$ cat src/rtl/clkdiv_pkg.sv
package clkdiv_pkg;
  localparam int NUM_CH    = 3;
  localparam int MAX_RATIO = 8;
  localparam int CNT_W     = $clog2(MAX_RATIO);
  localparam int SEL_W     = $clog2(MAX_RATIO) + 1;

  // strobes passed from control to datapath, one bit per channel
  typedef struct packed {
    logic [NUM_CH-1:0] level;  // selected input, aligned to output timing
    logic [NUM_CH-1:0] rise;   // one-cycle rising-edge marker
    logic              hold;   // alignment hold window active
  } divStrobe_t;

  // out-of-range codes collapse to a ratio of one
  function automatic logic [SEL_W-1:0] effRatio(input logic [SEL_W-1:0] sel);
    if (sel >= SEL_W'(1) && sel <= SEL_W'(MAX_RATIO)) return sel;
    return SEL_W'(1);
  endfunction
endpackage

$ cat src/rtl/clkdiv_sync.sv
module clkdiv_sync (
  input  logic clk,
  input  logic rstN,
  input  logic rawIn,
  output logic lvl,
  output logic lvlDly
);
  logic meta;

  always_ff @(posedge clk or negedge rstN) begin
    if (!rstN) begin
      meta   <= 1'b0;
      lvl    <= 1'b0;
      lvlDly <= 1'b0;
    end else begin
      meta   <= rawIn;
      lvl    <= meta;
      lvlDly <= lvl;
    end
  end
endmodule

$ cat src/rtl/clkdiv_ctrl.sv
module clkdiv_ctrl
  import clkdiv_pkg::*;
#(
  parameter int PULSE_LEN = 50000
) (
  input  logic       clk,
  input  logic       rstN,
  input  logic       clkIn1,
  input  logic       clkIn2,
  input  logic       in2Present,
  input  logic       alignIn,
  output divStrobe_t strobes
);
  localparam int TMR_W     = $clog2(PULSE_LEN + 1);
  localparam int N_SRC     = 4;
  localparam int IDX_IN1   = 0;
  localparam int IDX_IN2   = 1;
  localparam int IDX_PRES  = 2;
  localparam int IDX_ALIGN = 3;

  logic [N_SRC-1:0] rawVec;
  logic [N_SRC-1:0] lvlVec;
  logic [N_SRC-1:0] dlyVec;

  assign rawVec = {alignIn, in2Present, clkIn2, clkIn1};

  for (genvar s = 0; s < N_SRC; s++) begin : g_sync
    clkdiv_sync u_sync (
      .clk   (clk),
      .rstN  (rstN),
      .rawIn (rawVec[s]),
      .lvl   (lvlVec[s]),
      .lvlDly(dlyVec[s])
    );
  end

  logic             alignRise;
  logic [TMR_W-1:0] holdTmr;

  assign alignRise = lvlVec[IDX_ALIGN] & ~dlyVec[IDX_ALIGN];

  always_ff @(posedge clk or negedge rstN) begin
    if (!rstN)                holdTmr <= '0;
    else if (alignRise)       holdTmr <= TMR_W'(PULSE_LEN);
    else if (holdTmr != '0)   holdTmr <= holdTmr - TMR_W'(1);
  end

  logic              useIn2;
  logic [NUM_CH-1:0] riseVec;
  logic [NUM_CH-1:0] levelVec;

  assign useIn2 = lvlVec[IDX_PRES];

  for (genvar c = 0; c < NUM_CH; c++) begin : g_route
    logic srcLvl;
    logic srcDly;
    if (c == 0) begin : g_fixed
      assign srcLvl = lvlVec[IDX_IN1];
      assign srcDly = dlyVec[IDX_IN1];
    end else begin : g_shared
      assign srcLvl = useIn2 ? lvlVec[IDX_IN2] : lvlVec[IDX_IN1];
      assign srcDly = useIn2 ? dlyVec[IDX_IN2] : dlyVec[IDX_IN1];
    end
    assign riseVec[c]  = srcLvl & ~srcDly;
    assign levelVec[c] = srcDly;
  end

  assign strobes = '{level: levelVec, rise: riseVec, hold: (holdTmr != '0)};
endmodule

$ cat src/rtl/clkdiv_datapath.sv
module clkdiv_datapath
  import clkdiv_pkg::*;
(
  input  logic                      clk,
  input  logic                      rstN,
  input  divStrobe_t                strobes,
  input  logic [NUM_CH*SEL_W-1:0]   ratioSel,
  output logic [NUM_CH-1:0]         divOut,
  output logic [NUM_CH*CNT_W-1:0]   countFlat
);
  for (genvar c = 0; c < NUM_CH; c++) begin : g_chan
    logic [SEL_W-1:0] ratioEff;
    logic [CNT_W-1:0] countQ;
    logic [SEL_W:0]   stepVal;
    logic             wrap;

    assign ratioEff = effRatio(ratioSel[c*SEL_W +: SEL_W]);
    assign stepVal  = (SEL_W+1)'(countQ) + (SEL_W+1)'(1);
    assign wrap     = stepVal >= (SEL_W+1)'(ratioEff);

    always_ff @(posedge clk or negedge rstN) begin
      if (!rstN)                countQ <= '0;
      else if (strobes.hold)    countQ <= '0;
      else if (strobes.rise[c]) countQ <= wrap ? '0 : stepVal[CNT_W-1:0];
    end

    assign divOut[c] = (countQ == '0) & strobes.level[c];
    assign countFlat[c*CNT_W +: CNT_W] = countQ;
  end
endmodule

$ cat src/rtl/tri_clock_divider.sv
module tri_clock_divider
  import clkdiv_pkg::*;
#(
  parameter int PULSE_LEN = 50000
) (
  input  logic                    clk,
  input  logic                    rstN,
  input  logic                    clkIn1,
  input  logic                    clkIn2,
  input  logic                    in2Present,
  input  logic                    alignIn,
  input  logic [NUM_CH*SEL_W-1:0] ratioSel,
  output logic [NUM_CH-1:0]       divOut,
  output logic [NUM_CH-1:0]       ledOut
);
  divStrobe_t                strobes;
  logic [NUM_CH*CNT_W-1:0]   countFlat;

  clkdiv_ctrl #(.PULSE_LEN(PULSE_LEN)) u_ctrl (
    .clk       (clk),
    .rstN      (rstN),
    .clkIn1    (clkIn1),
    .clkIn2    (clkIn2),
    .in2Present(in2Present),
    .alignIn   (alignIn),
    .strobes   (strobes)
  );

  clkdiv_datapath u_datapath (
    .clk      (clk),
    .rstN     (rstN),
    .strobes  (strobes),
    .ratioSel (ratioSel),
    .divOut   (divOut),
    .countFlat(countFlat)
  );

  assign ledOut = divOut;
endmodule

$ cat config.mk
export PLATFORM = sky130hd
export DESIGN_NAME = tri_clock_divider
export DESIGN_NICKNAME = d
export VERILOG_FILES = /design/src/rtl/clkdiv_pkg.sv /design/src/rtl/clkdiv_sync.sv /design/src/rtl/clkdiv_ctrl.sv /design/src/rtl/clkdiv_datapath.sv /design/src/rtl/tri_clock_divider.sv
export SDC_FILE = /design/constraint.sdc
export NUM_CORES = 1
export LEC_CHECK = 0
export BUFFER_PORTS_ARGS = -buffer_cell sky130_fd_sc_hd__buf_2
export CAP_MARGIN = 10
export CORE_MARGIN = 2
export CORE_UTILIZATION = 61
export CTS_CLUSTER_SIZE = 10
export DETAILED_ROUTE_END_ITERATION = 6
export PLACE_DENSITY = 0.91
export SETUP_SLACK_MARGIN = 0.5
export SLEW_MARGIN = 5
export SYNTH_ARGS = -nofsm -noshare
export SYNTH_HDL_FRONTEND = slang
export SYNTH_HIERARCHICAL = 1
export SYNTH_SLANG_ARGS = --single-unit
$ cat constraint.sdc
create_clock -name clk -period 4.4 [get_ports clk]
set_input_delay 0.88 -clock clk [delete_from_list [all_inputs] [get_ports clk]]
set_output_delay 0.88 -clock clk [all_outputs]
set_load 0.01 [all_outputs]
==> reports/results.ini, run 1 <==
[hold_path]
min_path_cells=0
hold_class=flip-flop to flip-flop
min_from=u_ctrl/g_sync[1].u_sync/meta

[sta]
setup_viol=0
hold_viol_final=0
finalSetupTns_ns=0
setup_ws_ns=2.095
hold_slack_ns=0.3608
worst_pin_slew_ns=0.8412
fin_crit_ns=2.305
period_share=0.5239
fin_skew_ns=0.01092
report.final.slew_viol_count=0
clock.fmax_mhz=433.8
relSlewSlack=0.4380
rsz0062_at_grt=no

[flow_run]
cap_violations=0

[clocking]
cts_buffer_depth=2
cts_resized=0
cts_sinks=36
clk_pin_slew_worst_paths_ns=0.11
clk_latency_ns=0.35
cts_setup_buffers=0
htreeDepth=2
ctsRootBufferMaster=clkbuf_4
cts_buffers=5
holdBufCountCts=0
cts_tree=built

[critical_path]
cp-end-kind=output pin
cp_max_fo=3
ff2ff_setup_slack_ns=2.18
criticalPathCategory=flip-flop to output pin
critical_path_required_ns=3.52
cp-endpoint=ledOut[2]
cp-start-kind=flip-flop
worstReg2RegStart=u_ctrl/holdTmr[0]
r2r-end=u_datapath/g_chan[0].countQ[1]
cp.arrival_ns=1.43
critPathLaunch=u_ctrl/g_sync[2].u_sync/lvl
reg2reg_depth=6

[floorplanning]
die_area_um2=4041
die_h_um=63.57
coreArea_um2=3363
fp.dieW_um=63.57
num_rows=21
ioPinCount=24
initial_core_util=0.6436

[cells_and_area]
area_growth_pct=7.572
diodes=0
drive_gt1_frac=0.1570
ff_latch_area_um2=900.9
fill_cells=274
fin_util=0.6923
nNetsFinal=278
final_cell_mix=dfrtp_1, buf_2, ha_1, nand2_1, nor2_1
final_common_cell=dfrtp_1
multi_input_area_um2=1150

[placement]
pre_cts_ws_ns=2.076
place_hpwl_mm=2.958
port_buffers=23
place_congestion=0.8714

[global_route]
antenna_found_initial=0
gr-total-overflow=0
grt_util_all_layers=0.2118
first_global_vias=1602
grt_first_pass_wirelength_mm=6.720
grt_max_degree=37

[detailed_routing]
drt_iter0_drc=121
drc_errors=0
first_pass_iters=4
wl_per_cell_um=13.72
route.antenna.remaining_nets=0
viasPerCell=5.951
vias=1714
wl_mm=3.952

[synthesis]
synth_warnings=6
syn_nets=258
avgSynthCellArea_um2=9.794
synthesis.area_um2=2165
syn_inst=221

[power]
power.total_uw=732.7
power_density_nw_per_um2=314.7
leakagePower_uw=0.001039
peakVddDrop_uv=286.1

[run_status]
status=complete, no violations

## worst min path at each step
stage	endpoint	slack, ns
floorplan	u_ctrl/g_sync[0].u_sync/lvl	0.33
global placement	u_ctrl/g_sync[1].u_sync/lvl	0.33
detailed placement	u_ctrl/g_sync[1].u_sync/lvl	0.34
CTS	u_ctrl/g_sync[1].u_sync/lvl	0.36
global route	u_ctrl/g_sync[1].u_sync/lvl	0.37
finish	u_ctrl/g_sync[1].u_sync/lvl	0.36
## through the flow
| step | instances | cell area [µm²] |
|---|---|---|
| finish | 288 | 2328 |
| floorplan | 221 | 2165 |
| global placement | 280 | 2272 |
| CTS | 288 | 2328 |
| detailed placement | 280 | 2272 |
| global route | 288 | 2328 |
## sequential cells by signal, summed over array words and instances, names as in the netlist
name / count
u_datapath/g_chan.countQ: 9
u_ctrl/g_sync.u_sync/lvlDly: 3
u_ctrl/g_sync.u_sync/meta: 4
u_ctrl/holdTmr: 16
u_ctrl/g_sync.u_sync/lvl: 4
## critical path, stage by stage (launching register included)
cell and delay, ns:
dfrtp_1 0.39, mux2_2 0.38, and3b_1 0.17, buf_2 0.13
## per-layer routing
metal	share of wire	global-route usage	up-vias
met3	0.053	0.05357	9
li1	-	-	839
met5	0	0	-
met4	0.020	0.08152	0
met2	0.47	0.3579	53
met1	0.45	0.2600	813
## layout make-up
cell class,instances,area share
clock buffers,5,0.01612
clock inverters,3,0.008060
inverters,13,0.02096
multi-input cells,162,0.4938
flip-flops and latches,36,0.3869
well taps,46,0.02472
repair buffers,23,0.04944
## power by group
part | switching, µW | internal (µW)
logic | 77.3 | 67.8
registers | 47.4 | 365
clock network | 114 | 61.2
No activity file was read; power rests on OpenSTA's default activity.
==> run 2: changes to the inputs <==
--- a/config.mk
+++ b/config.mk
@@ -8,10 +8,10 @@
 export BUFFER_PORTS_ARGS = -buffer_cell sky130_fd_sc_hd__buf_2
 export CAP_MARGIN = 10
 export CORE_MARGIN = 2
-export CORE_UTILIZATION = 61
+export CORE_UTILIZATION = 58
 export CTS_CLUSTER_SIZE = 10
 export DETAILED_ROUTE_END_ITERATION = 6
-export PLACE_DENSITY = 0.91
+export PLACE_DENSITY = 0.88
 export SETUP_SLACK_MARGIN = 0.5
 export SLEW_MARGIN = 5
 export SYNTH_ARGS = -nofsm -noshare
==> constraint.sdc (replaced) <==
create_clock -name clk -period 2.2 [get_ports clk]
set_input_delay 0.44 -clock clk [delete_from_list [all_inputs] [get_ports clk]]
set_output_delay 0.44 -clock clk [all_outputs]
set_load 0.01 [all_outputs]
==> run 2 against run 1 <==
Sequential share of layout area shrank 6.6 points. Register-to-register slack lost 1.9 ns. Final cell count grew 13%. Die area grew 4.8%. First-iteration DRC count grew 24%. Sequential cell count is the same. Core utilization grew 9.0 points. Critical path type is now flip-flop to flip-flop. Largest power group unchanged.
==> reports/results.ini, run 2 (synthesis results as in run 1) <==
[clocking]
ctsRootBufferMaster=clkbuf_8
cts_sinks=36
clk_pin_slew_worst_paths_ns=0.07
cts_tree=built
clk_latency_ns=0.29
cts_buffers=5
cts_buffer_depth=2
htreeDepth=2

[sta]
relSlewSlack=0.4520
fin_crit_ns=1.877
clock.fmax_mhz=532.9
fin_skew_ns=0.006322
worst_pin_slew_ns=0.8203
rsz0062_at_grt=yes
report.final.slew_viol_count=0
period_share=0.8530
hold_viol_final=0
finalSetupTns_ns=0
setup_viol=0

[cells_and_area]
largest_reg_flops=16
postLayoutCellArea_um2=2841
top_register=u_ctrl/holdTmr
nNetsFinal=312
final_common_cell=buf_4
drive_gt1_frac=0.3732
stdcell_count=324
area_growth_pct=31.27
top_regs=u_ctrl/holdTmr (16), u_datapath/g_chan.countQ (9)
fin_util=0.7820
final_cell_mix=buf_4, dfrtp_1, buf_2, nor2_1, nand2_1
diodes=0
multi_input_area_um2=1330
fill_cells=220
ff_latch_area_um2=910.9

[critical_path]
critical_path_required_ns=2.40
cp-start-kind=flip-flop
slowest_delay_ns=0.43
criticalPathCategory=flip-flop to flip-flop
cp_max_fo=3
cp.arrival_ns=2.08
critPathBufInv=0
critPathTopFamily=compound AO/OA/AOI/OAI gates
cp_slowest_cell=dfrtp_2
cp-end-kind=flip-flop
cp_cell_sequence=ha_4, xor2_2, ha_1, a21o_1, a211o_1, o31ai_2

[floorplanning]
ioPinCount=24
die_area_um2=4237
coreArea_um2=3633
num_rows=22
fp.dieW_um=65.09
die_h_um=65.09
initial_core_util=0.5957

[power]
leakagePower_uw=0.001243
peakVddDrop_uv=572.7
power_density_nw_per_um2=652.2
power.total_uw=1853

[detailed_routing]
route.antenna.remaining_nets=0
drt_iter0_drc=150
first_pass_iters=4
wl_mm=5.563
vias=1919
drc_errors=0
wl_per_cell_um=17.17
viasPerCell=5.923

[run_status]
status=complete, no violations

[hold_path]
hold_class=input port to asynchronous set/reset pin

[global_route]
grt_first_pass_wirelength_mm=7.948
grt_max_degree=37
first_global_vias=1747
gr-total-overflow=0
antenna_found_initial=0
grt_util_all_layers=0.2467

[flow_run]
cap_violations=0

[placement]
placed_area_um2=2300
place_hpwl_mm=3.012
place_congestion=0.8909
dpl.cell_count=284
port_buffers=23

-- run 2: cell types whose count changed in the layout (fill, tap and decap cells not counted), sizes merged --
cell / delta
clkbuf: +1
bufinv: +1
clkinv: -2
buf: +34
-- run 2: metrics by stage --
step	hold WS (ns)	setup slack [ns]
after detailed placement	0.3394	0.1212
after floorplan	0.1444	0.4168
after global routing	0.2449	0.2377
after CTS	0.2445	0.3380
after global placement	0.3328	0.2139
final	0.2276	0.3234
-- run 2: path summary, 6_finish.rpt --
| kind | start | end | slack (ns) | cells past startpoint |
|---|---|---|---|---|
| max in group asynchronous | rstN | u_ctrl/holdTmr[13] | 1.43 | 1 |
| min in group clk | in2Present | u_ctrl/g_sync[2].u_sync/meta | 0.26 | 1 |
| worst min-delay path | rstN | u_datapath/g_chan[0].countQ[1] | 0.23 | 1 |
| worst min register to register | u_ctrl/g_sync[0].u_sync/meta | u_ctrl/g_sync[0].u_sync/lvl | 0.36 | 0 |
| worst max-delay path | u_datapath/g_chan[1].countQ[0] | u_datapath/g_chan[1].countQ[1] | 0.32 | 6 |
| worst max register to register | u_datapath/g_chan[1].countQ[0] | u_datapath/g_chan[1].countQ[1] | 0.32 | 6 |
-- run 2: timing repair --
| item | in CTS | in global routing |
|---|---|---|
| resized for setup | 28 | 23 |
| buffers inserted | 19 | 13 |
| setup endpoints to repair | 28 | 25 |
| hold buffers | 0 | 0 |
| pin swaps | 11 | 17 |
| hold endpoints to repair | 0 | 0 |
-- run 2: report_power, final --
group          switching [µW]  total (µW)  internal [µW]
Clock                     231         567            336
Combinational             206         423            218
Sequential                128         863            735
-- run 2: routing by layer --
layer / part of all wire / vias to the layer above / global-route usage
li1: - / 907 / -
met1: 0.40 / 908 / 0.3131
met2: 0.51 / 87 / 0.4227
met3: 0.058 / 17 / 0.04623
met4: 0.026 / 0 / 0.09115
met5: 0 / - / 0
-- run 2: final cells by class --
type                       count  share of cell area
multi-input combinational    162              0.4681
sequential                    36              0.3206
timing repair buffer          57              0.1343
clock buffer                   6             0.02554
tap                           48             0.02114
inverter                      13             0.01805
clock inverter                 2             0.01233
-- run 2: worst reg2reg max path, stage by stage (launching register included) --
cell and delay, ns:
dfrtp_2 0.43, ha_4 0.17, xor2_2 0.18, ha_1 0.30, a21o_1 0.19, a211o_1 0.29, o31ai_2 0.23
==> run 3: changes to the inputs <==
--- a/config.mk
+++ b/config.mk
@@ -13,7 +13,7 @@
 export DETAILED_ROUTE_END_ITERATION = 6
 export PLACE_DENSITY = 0.88
 export SETUP_SLACK_MARGIN = 0.5
-export SLEW_MARGIN = 5
+export SLEW_MARGIN = 10
 export SYNTH_ARGS = -nofsm -noshare
 export SYNTH_HDL_FRONTEND = slang
 export SYNTH_HIERARCHICAL = 1
==> constraint.sdc (replaced) <==
create_clock -name clk -period 2.2 [get_ports clk]
set_input_delay 0.22 -clock clk [delete_from_list [all_inputs] [get_ports clk]]
set_output_delay 0.22 -clock clk [all_outputs]
set_load 0.01 [all_outputs]
==> run 3 against run 2 <==
The flow now finishes with violations (negative hold slack). Sequential share of layout area decreased by 0.14 points. Power increased by 1.7%. Cell area increased by 0.31%. Register-to-register slack about the same. Fmax decreased by 0.14%. Sequential power increased by 0.5%. Critical path type unchanged. Hold slack got worse by 0.23 ns. Via count increased by 1.5%. Wire length decreased by 2.1%. Sequential cell count unchanged. Non-clock buffer count decreased by 1. Worst setup slack got worse by 0.0026 ns.
==> reports/results.ini, run 3 (synthesis results as in run 1) <==
[cells_and_area]
area_growth_pct=31.68
top_regs=u_ctrl/holdTmr (16), u_datapath/g_chan.countQ (9)
ff_latch_area_um2=909.6
largest_reg_flops=16
fin_util=0.7844
diodes=0
nNetsFinal=311
final_cell_mix=dfrtp_1, buf_4, buf_2, nand2_1, ha_1
multi_input_area_um2=1346
top_register=u_ctrl/holdTmr
drive_gt1_frac=0.3818
stdcell_count=323
fill_cells=228

[sta]
finalSetupTns_ns=0
period_share=0.8542
clock.fmax_mhz=532.1
setup_viol=0
relSlewSlack=0.3801
fin_skew_ns=0.005965
worst_pin_slew_ns=0.9279
hold_viol_final=1
fin_crit_ns=1.879
setup_ws_ns=0.3207
rsz0062_at_grt=yes
hold_slack_ns=-0.0005835
report.final.slew_viol_count=0

[clocking]
holdBufCountCts=0
cts_buffer_depth=2
cts_tree=built
ctsRootBufferMaster=clkbuf_8
htreeDepth=2
cts_buffers=5
clk_latency_ns=0.28
cts_sinks=36
clk_pin_slew_worst_paths_ns=0.07

[detailed_routing]
wl_mm=5.448
viasPerCell=6.031
vias=1948
drt_iter0_drc=107
first_pass_iters=4
route.antenna.remaining_nets=0
wl_per_cell_um=16.87
drc_errors=0

[floorplanning]
die_h_um=65.09
num_rows=22
die_area_um2=4237
initial_core_util=0.5957
ioPinCount=24
fp.dieW_um=65.09
coreArea_um2=3633

[critical_path]
cp_slowest_cell=dfrtp_1
reg2reg_depth=6
critPathBufInv=0
cp-end-kind=flip-flop
cp.arrival_ns=2.06
critical_path_required_ns=2.38
r2r-end=u_datapath/g_chan[0].countQ[1]
worstReg2RegStart=u_datapath/g_chan[0].countQ[1]
slowest_delay_ns=0.40
cp_max_fo=3
criticalPathCategory=flip-flop to flip-flop
ff2ff_setup_slack_ns=0.32
cp-start-kind=flip-flop
critPathTopFamily=compound AO/OA/AOI/OAI gates
cp_cell_sequence=ha_2, xor2_2, ha_1, a21o_1, a211o_1, o31ai_1

[global_route]
grt_util_all_layers=0.2394
first_global_vias=1753
grt_first_pass_wirelength_mm=7.769
antenna_found_initial=0
gr-total-overflow=0
grt_max_degree=37

[power]
peakVddDrop_uv=728.1
leakagePower_uw=0.001246
power_density_nw_per_um2=661.5

[placement]
pre_cts_ws_ns=0.1212
place_hpwl_mm=3.012
port_buffers=23
dpl.cell_count=284
place_congestion=0.8909

[run_status]
status=finished with violations
violations=negative hold slack

[flow_run]
cap_violations=0

[hold_path]
hold_class=input port to asynchronous set/reset pin

==> run 3: cell count changes in the layout (fill, tap and decap cells not counted), sizes merged <==
| cell | delta |
|---|---|
| buf | -1 |
==> run 3: worst reg2reg max path, stage by stage (launching register included) <==
cell     delay [ns]
dfrtp_1        0.40
ha_2           0.20
xor2_2         0.15
ha_1           0.29
a21o_1         0.16
a211o_1        0.30
o31ai_1        0.28
==> run 3: layout make-up <==
class / count / share of cell area
Clock inverter: 2 / 0.01229
Timing Repair Buffer: 56 / 0.1326
Multi-Input combinational cell: 162 / 0.4723
Sequential cell: 36 / 0.3191
Clock buffer: 6 / 0.02546
Inverter: 13 / 0.01712
Tap cell: 48 / 0.02107
==> run 3: worst max path at each step <==
stage                                        start  cells after the start  slack, ns                        endpoint
finish              u_datapath/g_chan[0].countQ[1]                      6       0.32  u_datapath/g_chan[0].countQ[1]
global route        u_datapath/g_chan[0].countQ[1]                      6       0.23  u_datapath/g_chan[0].countQ[1]
detailed placement               u_ctrl/holdTmr[0]                      6       0.12  u_datapath/g_chan[1].countQ[1]
CTS                 u_datapath/g_chan[1].countQ[0]                      6       0.34  u_datapath/g_chan[1].countQ[0]
global placement                 u_ctrl/holdTmr[0]                      6       0.21  u_datapath/g_chan[2].countQ[1]
floorplan                        u_ctrl/holdTmr[0]                      6       0.42  u_datapath/g_chan[0].countQ[1]
==> run 3: through the flow <==
step                power, µW  cell area [µm²]  hold WS (ns)
finish                   1886             2850    -0.0005835
global route             1969             2850       0.03259
CTS                      1756             2654       0.02447
detailed placement       1142             2300        0.3272
global placement         1124             2300        0.3289
floorplan                1045             2176      -0.07559
==> run 3: power by group <==
part	total (µW)	internal (µW)	switching [µW]
clock network	561	336	225
logic	458	239	219
registers	867	735	132
total	1890	1310	576
==> run 3: timing repair <==
item / CTS / global route
gates resized for setup: 25 / 25
hold endpoints to repair: 0 / 0
endpoints found under the setup margin: 22 / 23
pin swaps: 10 / 15
setup buffers: 19 / 12
==> run 3: layer usage <==
| layer | vias up | routed length, µm | GRT usage |
|---|---|---|---|
| met5 | - | 0 | 0 |
| met4 | 0 | 174 | 0.08854 |
| met3 | 18 | 322 | 0.04110 |
| met2 | 98 | 2821 | 0.4124 |
| met1 | 928 | 2129 | 0.3046 |
| li1 | 904 | - | - |
